## src/rtl/ppm_pkg.sv

```systemverilog
package ppm_pkg;
  typedef enum logic [2:0] {ST_IDLE, ST_SETUP, ST_SHIFT, ST_ACKW, ST_GAP} ppm_st_e;
  localparam logic [7:0] CMD_START = 8'h01;
  localparam logic [7:0] CMD_POLL  = 8'h42;
  localparam logic [7:0] CMD_IDLE  = 8'hFF;
  localparam logic [7:0] HDR_OK    = 8'h5A;
endpackage

```

## src/rtl/ppm_sync.sv

```systemverilog
module ppm_sync #(
  parameter int W = 2
) (
  input  logic         clk_i,
  input  logic         rst_ni,
  input  logic [W-1:0] d_i,
  output logic [W-1:0] q_o
);
  for (genvar g = 0; g < W; g++) begin : g_bit
    logic s1_q, s2_q;
    // pulled-up lines reset to their idle level
    always_ff @(posedge clk_i or negedge rst_ni) begin
      if (!rst_ni) begin
        s1_q <= 1'b1;
        s2_q <= 1'b1;
      end else begin
        s1_q <= d_i[g];
        s2_q <= s1_q;
      end
    end
    assign q_o[g] = s2_q;
  end
endmodule

```

## src/rtl/ppm_shifter.sv

```systemverilog
module ppm_shifter #(
  parameter int HALF = 4
) (
  input  logic       clk_i,
  input  logic       rst_ni,
  input  logic       go_i,
  input  logic       idle_i,
  input  logic [7:0] tx_i,
  input  logic       sdi_i,
  output logic       sclk_o,
  output logic       cmd_o,
  output logic [7:0] rx_o,
  output logic       done_o
);
  localparam int CW = $clog2(HALF + 1);

  logic [CW-1:0] cnt_q;
  logic [2:0]    idx_q;
  logic          hi_q, busy_q;
  logic [7:0]    tx_q, rx_q;

  always_ff @(posedge clk_i or negedge rst_ni) begin
    if (!rst_ni) begin
      cnt_q  <= '0;
      idx_q  <= '0;
      hi_q   <= 1'b0;
      busy_q <= 1'b0;
      tx_q   <= '0;
      rx_q   <= '0;
      sclk_o <= 1'b1;
      cmd_o  <= 1'b1;
      done_o <= 1'b0;
    end else begin
      done_o <= 1'b0;
      if (go_i) begin
        busy_q <= 1'b1;
        hi_q   <= 1'b0;
        idx_q  <= '0;
        cnt_q  <= '0;
        tx_q   <= tx_i;
        sclk_o <= 1'b0;
        cmd_o  <= tx_i[0];
      end else if (busy_q) begin
        if (cnt_q == CW'(HALF - 1)) begin
          cnt_q <= '0;
          if (!hi_q) begin
            sclk_o <= 1'b1;
            hi_q   <= 1'b1;
            rx_q   <= {sdi_i, rx_q[7:1]};  // LSB first
          end else if (idx_q == 3'd7) begin
            busy_q <= 1'b0;
            done_o <= 1'b1;
          end else begin
            idx_q  <= idx_q + 3'd1;
            hi_q   <= 1'b0;
            sclk_o <= 1'b0;
            cmd_o  <= tx_q[idx_q + 3'd1];
          end
        end else begin
          cnt_q <= cnt_q + CW'(1);
        end
      end else if (idle_i) begin
        cmd_o <= 1'b1;
      end
    end
  end

  assign rx_o = rx_q;
endmodule

```

## src/rtl/pad_poll_master.sv

```systemverilog
module pad_poll_master
  import ppm_pkg::*;
#(
  parameter int HALF_DIV = 100,
  parameter int GAP_CYC  = 2000,
  parameter int ACK_TMO  = 12000,
  parameter int MAX_DATA = 6
) (
  input  logic                  clk_i,
  input  logic                  rst_ni,
  input  logic                  start_i,
  input  logic                  sdi_i,
  input  logic                  ack_ni,
  output logic                  att_no,
  output logic                  sclk_o,
  output logic                  cmd_o,
  output logic                  done_o,
  output logic                  valid_o,
  output logic                  err_o,
  output logic                  nodev_o,
  output logic [7:0]            pad_id_o,
  output logic [8*MAX_DATA-1:0] pad_data_o
);
  localparam int TMAX = (GAP_CYC > ACK_TMO) ? GAP_CYC : ACK_TMO;
  localparam int TW   = $clog2(TMAX + 1);
  localparam int KW   = $clog2(MAX_DATA + 4);

  ppm_st_e       st_q;
  logic [TW-1:0] tmr_q;
  logic [KW-1:0] k_q, total_q, total_nx;
  logic          sdi_s, ack_s, go, byte_done;
  logic [7:0]    tx, rx;
  logic [4:0]    n2;
  logic [7:0]    data_q [MAX_DATA];

  ppm_sync #(.W(2)) u_sync (
    .clk_i (clk_i),
    .rst_ni(rst_ni),
    .d_i   ({ack_ni, sdi_i}),
    .q_o   ({ack_s, sdi_s})
  );

  assign tx = (k_q == KW'(0)) ? CMD_START : (k_q == KW'(1)) ? CMD_POLL : CMD_IDLE;
  assign go = ((st_q == ST_SETUP) || (st_q == ST_GAP)) && (tmr_q == TW'(GAP_CYC - 1));

  ppm_shifter #(.HALF(HALF_DIV)) u_shift (
    .clk_i (clk_i),
    .rst_ni(rst_ni),
    .go_i  (go),
    .idle_i(att_no),
    .tx_i  (tx),
    .sdi_i (sdi_s),
    .sclk_o(sclk_o),
    .cmd_o (cmd_o),
    .rx_o  (rx),
    .done_o(byte_done)
  );

  // packet length from identity nibble
  assign n2       = {rx[3:0], 1'b0};
  assign total_nx = (int'(n2) > MAX_DATA) ? KW'(3 + MAX_DATA) : KW'(n2) + KW'(3);

  always_ff @(posedge clk_i or negedge rst_ni) begin
    if (!rst_ni) begin
      st_q     <= ST_IDLE;
      tmr_q    <= '0;
      k_q      <= '0;
      total_q  <= KW'(3);
      att_no   <= 1'b1;
      done_o   <= 1'b0;
      valid_o  <= 1'b0;
      err_o    <= 1'b0;
      nodev_o  <= 1'b0;
      pad_id_o <= '0;
      for (int i = 0; i < MAX_DATA; i++) data_q[i] <= '0;
    end else begin
      done_o <= 1'b0;
      unique case (st_q)
        ST_IDLE: if (start_i) begin
          att_no   <= 1'b0;
          tmr_q    <= '0;
          k_q      <= '0;
          valid_o  <= 1'b0;
          err_o    <= 1'b0;
          nodev_o  <= 1'b0;
          pad_id_o <= '0;
          for (int i = 0; i < MAX_DATA; i++) data_q[i] <= '0;
          st_q     <= ST_SETUP;
        end
        ST_SETUP, ST_GAP: begin
          if (go) begin
            tmr_q <= '0;
            st_q  <= ST_SHIFT;
          end else begin
            tmr_q <= tmr_q + TW'(1);
          end
        end
        ST_SHIFT: if (byte_done) begin
          k_q <= k_q + KW'(1);
          if (k_q == KW'(1)) begin
            pad_id_o <= rx;
            total_q  <= total_nx;
          end
          for (int i = 0; i < MAX_DATA; i++)
            if (int'(k_q) == i + 3) data_q[i] <= rx;
          if (k_q == KW'(2) && rx != HDR_OK) begin
            att_no <= 1'b1;
            done_o <= 1'b1;
            err_o  <= 1'b1;
            st_q   <= ST_IDLE;
          end else if (k_q != KW'(1) && (k_q + KW'(1)) == total_q) begin
            att_no  <= 1'b1;
            done_o  <= 1'b1;
            valid_o <= 1'b1;
            st_q    <= ST_IDLE;
          end else begin
            tmr_q <= '0;
            st_q  <= ST_ACKW;
          end
        end
        ST_ACKW: begin
          if (!ack_s) begin
            tmr_q <= '0;
            st_q  <= ST_GAP;
          end else if (tmr_q == TW'(ACK_TMO - 1)) begin
            att_no  <= 1'b1;
            done_o  <= 1'b1;
            nodev_o <= 1'b1;
            st_q    <= ST_IDLE;
          end else begin
            tmr_q <= tmr_q + TW'(1);
          end
        end
        default: st_q <= ST_IDLE;
      endcase
    end
  end

  for (genvar g = 0; g < MAX_DATA; g++) begin : g_out
    assign pad_data_o[8*g +: 8] = data_q[g];
  end
endmodule

```

## config.mk

```make
export PLATFORM = sky130hd
export DESIGN_NAME = pad_poll_master
export DESIGN_NICKNAME = d
export VERILOG_FILES = /design/src/rtl/ppm_pkg.sv /design/src/rtl/ppm_sync.sv /design/src/rtl/ppm_shifter.sv /design/src/rtl/pad_poll_master.sv
export SDC_FILE = /design/constraint.sdc
export NUM_CORES = 1
export LEC_CHECK = 0
export ABC_AREA = 0
export CAP_MARGIN = 20
export CORE_UTILIZATION = 60
export DETAILED_ROUTE_END_ITERATION = 12
export PLACE_DENSITY = 0.9
export RECOVER_POWER = 50
export SYNTH_ARGS = -nofsm -noshare
export SYNTH_HDL_FRONTEND = slang
export SYNTH_HIERARCHICAL = 1
export SYNTH_SLANG_ARGS = --single-unit
```

## constraint.sdc

```tcl
create_clock -name clk_i -period 6.8 [get_ports clk_i]
set_input_delay 0.68 -clock clk_i [delete_from_list [all_inputs] [get_ports clk_i]]
set_output_delay 0.68 -clock clk_i [all_outputs]
set_load 0.1 [all_outputs]
```

==> flow_summary.toml, run 1 <==
[synthesis]
synthArstFlopShare_pct = 100
ys_types = 67
ys_seq_area_share_pct = 54.2
syn-cell-area_um2 = 5560
syn-num-nets = 465
synth-edff-count = 0
synth_area_per_cell_um2 = 12.3
synthCells = 450
synth-main-ff-cell = "dfrtp_1"
yosysWarnings = 6
yosys_register_bits = 120

[global_route]
grt_usage_pct = 30.4
grt_max_degree = 65
grt_pass1_wl_um = 22200
antenna_found_initial = 0
grt_pass1_vias = 4201
overflow = 0

[sta]
tns_ns = 0
tightest_slew_ns = 2.87
slew_headroom_pct = -91.6
min_period_ns = 3.80
skew_ns = 0.0106
fin_crit_sh_pct = 55.9
worst_slack_ns = 3.00
rsz0062_at_grt = "no"
fmax_mhz = 263
hold_viol = 0
setup_viol = 0
final-max-slew-violation-count = 123

[die]
start_util_pct = 62.8
die-area_um2 = 9650
dieWidth_um = 98.2
coreArea_um2 = 8850
die_h_um = 98.2
io-pin-count = 68
rows = 34

[place]
port_buffers = 67
gp_congestion = 0.878
place_ws_ns = 3.97
dp_hpwl_um = 8400

[hold_path]
min_path_type = "flop to flop"

[clock_network]
clock_path_buffers = 2
cts_root_buf = "clkbuf_8"
hold_buffers = 0
clkSlewWorstSetupHoldPaths_ns = 0.06
cts.htree.levels = 4
cts.sinks = 120
cts_setup_buffers = 0
cts_made_buffers = 17
insertion_delay_ns = 0.53
cts_tree = "done"
cts_resized = 0

[worst_setup_path]
critical_path_buf_inv_count = 2
cp.arrival_ns = 4.16
worst_ep_required_time_ns = 7.15
critPathMaxStageDelay_ns = 2.00
cp_cell_sequence = "clkbuf_1, clkbuf_2"
r2r_slack_ns = 3.37
cp_top_family = "buffers and inverters"
crit_path_top_delay_cell = "clkbuf_1"
endpoint_kind = "asynchronous set/reset pin"
cp_max_fo = 64
critical_path_class = "input port to asynchronous set/reset pin"
start_kind = "input port"

[power]
p_switching_mw = 0.373
cellLeakagePower_nw = 3.21
pwr-share-comb_pct = 0.9
p_clk_share_pct = 54.9
p_int_mw = 1.25
powerDensity_nw_per_um2 = 236
pwr-share-seq_pct = 44.2
peakVddDrop_uv = 205
p_sw_share_pct = 23.0
report.power.total_mw = 1.62

[cells_and_area]
final_common_cell = "dfrtp_1"
fillers = 509
diodes = 0
nNetsFinal = 541
drive_gt1_share_pct = 20.0
final_cell_mix = "dfrtp_1, clkdlybuf4s50_1, nand2_1"
syn_to_final_growth_pct = 23.5

[routing]
wl_per_cell_um = 20.8
detail-route-antenna-nets = 0
route.detailed.drc = 0
vias = 4011
drt-total-wl_um = 13400
drtIter0Drc = 338
avgViaCountPerCell = 6.20
dr.pass1.iters = 7

[status]
outcome = "complete, but fails checks"
violations = "capacitance limit, slew limit"

[run]
drv_cap = 2
[path summary, 6_finish.rpt]
kind / from / depth (start not counted) / to
worst min-delay path: u_sync/g_bit[1].s1_q / 0 / u_sync/g_bit[1].s2_q
min in group asynchronous: rst_ni / 1 / pad_data_o[30]
worst max-delay path: rst_ni / 2 / u_shift/idx_q[1]
worst max register to register: tmr_q[11] / 8 / u_shift/rx_o[4]
max in group clk_i: tmr_q[11] / 8 / u_shift/rx_o[4]
worst min register to register: u_sync/g_bit[1].s1_q / 0 / u_sync/g_bit[1].s2_q
[kinds of logic after synthesis]
| family | Yosys count | synth area share (%) |
|---|---|---|
| AOI/OAI and AO/OA | 84 | 10.7 |
| DFF | 120 | 54.2 |
| adders and majority gates | 10 | 2.25 |
| xor gates and xnor gates | 7 | 1.37 |
| muxes | 77 | 16.3 |
| buffers and inverters | 17 | 1.62 |
| and+or+nand+nor | 135 | 13.6 |
[routing by layer]
metal / vias to the layer above / part of all wire [%] / global-route usage, %
met1: 2012 / 41 / 36.5
met4: 0 / 3.1 / 13.5
met5: - / 0 / 0
li1: 1796 / - / -
met2: 163 / 49 / 50.2
met3: 40 / 6.9 / 9.95
[power by group through the flow]
stage | Sequential, mW | Combinational, mW | Clock (mW)
2_1_floorplan | 0.730 | 0.00102 | 0
3_3_place_gp | 0.730 | 0.0163 | 0
3_5_place_dp | 0.730 | 0.0165 | 0
4_1_cts | 0.717 | 0.0166 | 0.896
5_1_grt | 0.717 | 0.0183 | 0.929
6_report | 0.717 | 0.0149 | 0.890
[sequential cells by signal, indices dropped and copies added (netlist names), 3 cells and up]
register,cells
tmr_q,14
pad_data_o,48
st_q,3
k_q,4
u_shift/rx_o,8
u_shift/cnt_q,7
u_shift/tx_q,8
total_q,3
pad_id_o,8
u_shift/idx_q,3
[layout make-up]
class | instances | area (um^2) | area share (%)
inverter | 5 | 18.8 | 0.274
multi-input combinational | 313 | 2440 | 35.5
clock buffer | 18 | 418 | 6.09
clock inverter | 14 | 164 | 2.39
sequential | 120 | 3010 | 43.9
tap | 108 | 135 | 1.97
timing repair buffer | 69 | 673 | 9.81
[Yosys cell counts, types with 2 or more instances]
cell type,instances,area share [%]
dfrtp_1,112,50
nand2_1,37,2.5
mux2_2,34,6.9
mux2_1,31,6.3
a21oi_1,19,1.7
nor2_1,19,1.3
nand3_1,16,1.4
ha_1,10,2.3
a21oi_2,8,1.3
a31oi_1,8,0.90
and2_1,8,0.90
dfstp_2,8,3.8
mux2_4,8,2.2
o21ai_0,8,0.72
nand2b_1,6,0.68
o21ai_1,6,0.54
or2_2,6,0.68
a21o_1,5,0.68
and3_1,5,0.56
clkbuf_1,5,0.34
inv_1,5,0.34
nor2b_1,5,0.56
nor3_1,5,0.45
a22o_1,4,0.63
nand4_1,4,0.45
o31ai_1,4,0.54
xor2_1,4,0.63
buf_2,3,0.27
mux2i_1,3,0.54
nand3b_1,3,0.41
nor3b_1,3,0.41
a211o_1,2,0.32
a221o_1,2,0.36
a41oi_1,2,0.32
buf_4,2,0.27
buf_6,2,0.41
nand4bb_1,2,0.41
nor4_2,2,0.45
o21a_1,2,0.27
o221ai_1,2,0.32
o41ai_1,2,0.32
or3_1,2,0.23
xnor2_1,2,0.32
[worst register-to-register path: cells and delay by family (launching register included)]
kind          cells  cell delay, ns
simple gates      6            1.87
flops             1            0.44
mux               1            0.32
buf+inv           1            0.67
[through the flow]
stage / cells / util (%) / cell area (um^2) / hold WS (ns)
3_3_place_gp: 615 / 71.2 / 6300 / 0.347
3_5_place_dp: 615 / 71.2 / 6300 / 0.351
2_1_floorplan: 450 / - / 5560 / 0.345
4_1_cts: 647 / 77.8 / 6880 / 0.206
5_1_grt: 647 / 77.5 / 6860 / 0.365
6_report: 647 / 77.5 / 6860 / 0.359
No activity file was read; power rests on OpenSTA's default activity.
==> inputs of run 2 (changes only) <==
--- a/config.mk
+++ b/config.mk
@@ -7,9 +7,9 @@
 export LEC_CHECK = 0
 export ABC_AREA = 0
 export CAP_MARGIN = 20
-export CORE_UTILIZATION = 60
+export CORE_UTILIZATION = 56
 export DETAILED_ROUTE_END_ITERATION = 12
-export PLACE_DENSITY = 0.9
+export PLACE_DENSITY = 0.85
 export RECOVER_POWER = 50
 export SYNTH_ARGS = -nofsm -noshare
 export SYNTH_HDL_FRONTEND = slang
==> constraint.sdc (replaced) <==
create_clock -name clk_i -period 3.5 [get_ports clk_i]
set_input_delay 0.35 -clock clk_i [delete_from_list [all_inputs] [get_ports clk_i]]
set_output_delay 0.35 -clock clk_i [all_outputs]
set_load 0.1 [all_outputs]
==> flow_summary.toml, run 2 (same netlist as run 1, synthesis figures left out) <==
[die]
dieWidth_um = 102
die-area_um2 = 10300
start_util_pct = 59.0
coreArea_um2 = 9420
rows = 35
die_h_um = 102
io-pin-count = 68

[place]
port_buffers = 67
place_area_um2 = 6340
dp_hpwl_um = 8160
gp_congestion = 0.859

[worst_setup_path]
critPathMaxStageDelay_ns = 0.55
crit_path_top_delay_cell = "or4b_4"
cp_top_family = "simple AND/OR/NAND/NOR gates"
cp_cell_sequence = "or4b_4, or4_1, nor2_1, nand2b_1, nor2_1, nand2_4, mux2_4"
start_kind = "flop"
worst_ep_required_time_ns = 3.90
cp.arrival_ns = 3.08
critical_path_class = "flop to flop"
crit_path_frequent_cell = "nor2_1"
cp_max_fo = 8
endpoint_kind = "flop"
critical_path_buf_inv_count = 0

[sta]
fin_crit_sh_pct = 76.7
fmax_mhz = 373
min_period_ns = 2.68
hold_viol = 0
final-max-slew-violation-count = 73
rsz0062_at_grt = "no"
tns_ns = 0
skew_ns = 0.0179
slew_headroom_pct = -16.8
tightest_slew_ns = 1.75
setup_viol = 0

[global_route]
grt_pass1_vias = 4065
antenna_found_initial = 0
overflow = 0
grt_usage_pct = 27.9
grt_max_degree = 73
grt_pass1_wl_um = 21200

[clock_network]
insertion_delay_ns = 0.52
cts.htree.levels = 4
cts_root_buf = "clkbuf_8"
cts_setup_buffers = 0
cts_resized = 0
cts.sinks = 120
cts_made_buffers = 17
clock_path_buffers = 2
hold_buffers = 1
clkSlewWorstSetupHoldPaths_ns = 0.06
cts_tree = "done"

[routing]
drtIter0Drc = 211
drt-total-wl_um = 13000
wl_per_cell_um = 19.4
dr.pass1.iters = 4
route.detailed.drc = 0
detail-route-antenna-nets = 0
avgViaCountPerCell = 5.88
vias = 3944

[cells_and_area]
syn_to_final_growth_pct = 24.6
nNetsFinal = 544
final_cell_mix = "dfrtp_1, clkdlybuf4s50_1, nand2_1"
largest_reg_flops = 48
stdcell_area_um2 = 6920
final_common_cell = "dfrtp_1"
diodes = 0
drive_gt1_share_pct = 20.7
fillers = 603

[status]
outcome = "complete, but fails checks"
violations = "capacitance limit, slew limit"

[hold_path]
min_path_type = "flop to flop"

[power]
cellLeakagePower_nw = 3.26
p_switching_mw = 0.703
p_int_mw = 2.43
pwr-share-seq_pct = 44.5
peakVddDrop_uv = 277
powerDensity_nw_per_um2 = 453
p_clk_share_pct = 54.5
p_sw_share_pct = 22.4
pwr-share-comb_pct = 1.0

[run]
drv_cap = 1
## run 2: worst reg2reg max path, cell delays in order, from the launching register on
cell and delay (ns):
dfrtp_1 0.43, or4b_4 0.55, or4_1 0.52, nor2_1 0.21, nand2b_1 0.25, nor2_1 0.11
nand2_4 0.17, mux2_4 0.33
## run 2: per-layer routing
metal | global-route usage (%) | vias to the layer above | share of wire, %
met5 | 0 | - | 0
met4 | 11.5 | 0 | 1.7
met3 | 7.73 | 22 | 5.5
met2 | 45.2 | 124 | 50
met1 | 35.5 | 1994 | 43
li1 | - | 1804 | -
## run 2: cell type report
type / instances / area (um^2) / area share [%]
multi-input cells: 313 / 2450 / 35.4
well taps: 129 / 161 / 2.33
clock buffers: 18 / 418 / 6.04
repair buffers: 72 / 698 / 10.1
clock inverters: 14 / 163 / 2.35
inverters: 5 / 18.8 / 0.271
flip-flops and latches: 120 / 3010 / 43.5
## run 2: final timing paths
path	startpoint	endpoint	slack, ns	cells after the start
hold reg to reg	u_sync/g_bit[1].s1_q	u_sync/g_bit[1].s2_q	0.36	0
max in group asynchronous	rst_ni	pad_id_o[2]	1.22	3
hold / removal	u_sync/g_bit[1].s1_q	u_sync/g_bit[1].s2_q	0.36	0
setup / recovery	tmr_q[11]	u_shift/rx_o[5]	0.82	7
setup reg to reg	tmr_q[11]	u_shift/rx_o[5]	0.82	7
min in group asynchronous	rst_ni	pad_data_o[39]	0.85	2
## run 2: power by group through the flow
stage	Clock, mW	Combinational (mW)	Sequential [mW]
floorplan	0	0.00197	1.42
global placement	0	0.0336	1.42
detailed placement	0	0.0348	1.42
CTS	1.72	0.0357	1.39
global route	1.78	0.0382	1.39
finish	1.71	0.0320	1.39
## run 2: per-stage QoR
step	std cells	setup WS [ns]	utilization [%]	hold slack, ns	power (mW)
finish	671	0.816	73.5	0.358	3.13
global route	671	0.693	73.5	0.363	3.21
CTS	671	0.891	73.6	0.226	3.15
detailed placement	638	0.938	67.4	0.351	1.45
global placement	638	0.975	67.4	0.346	1.45
floorplan	450	1.02	-	0.0544	1.42
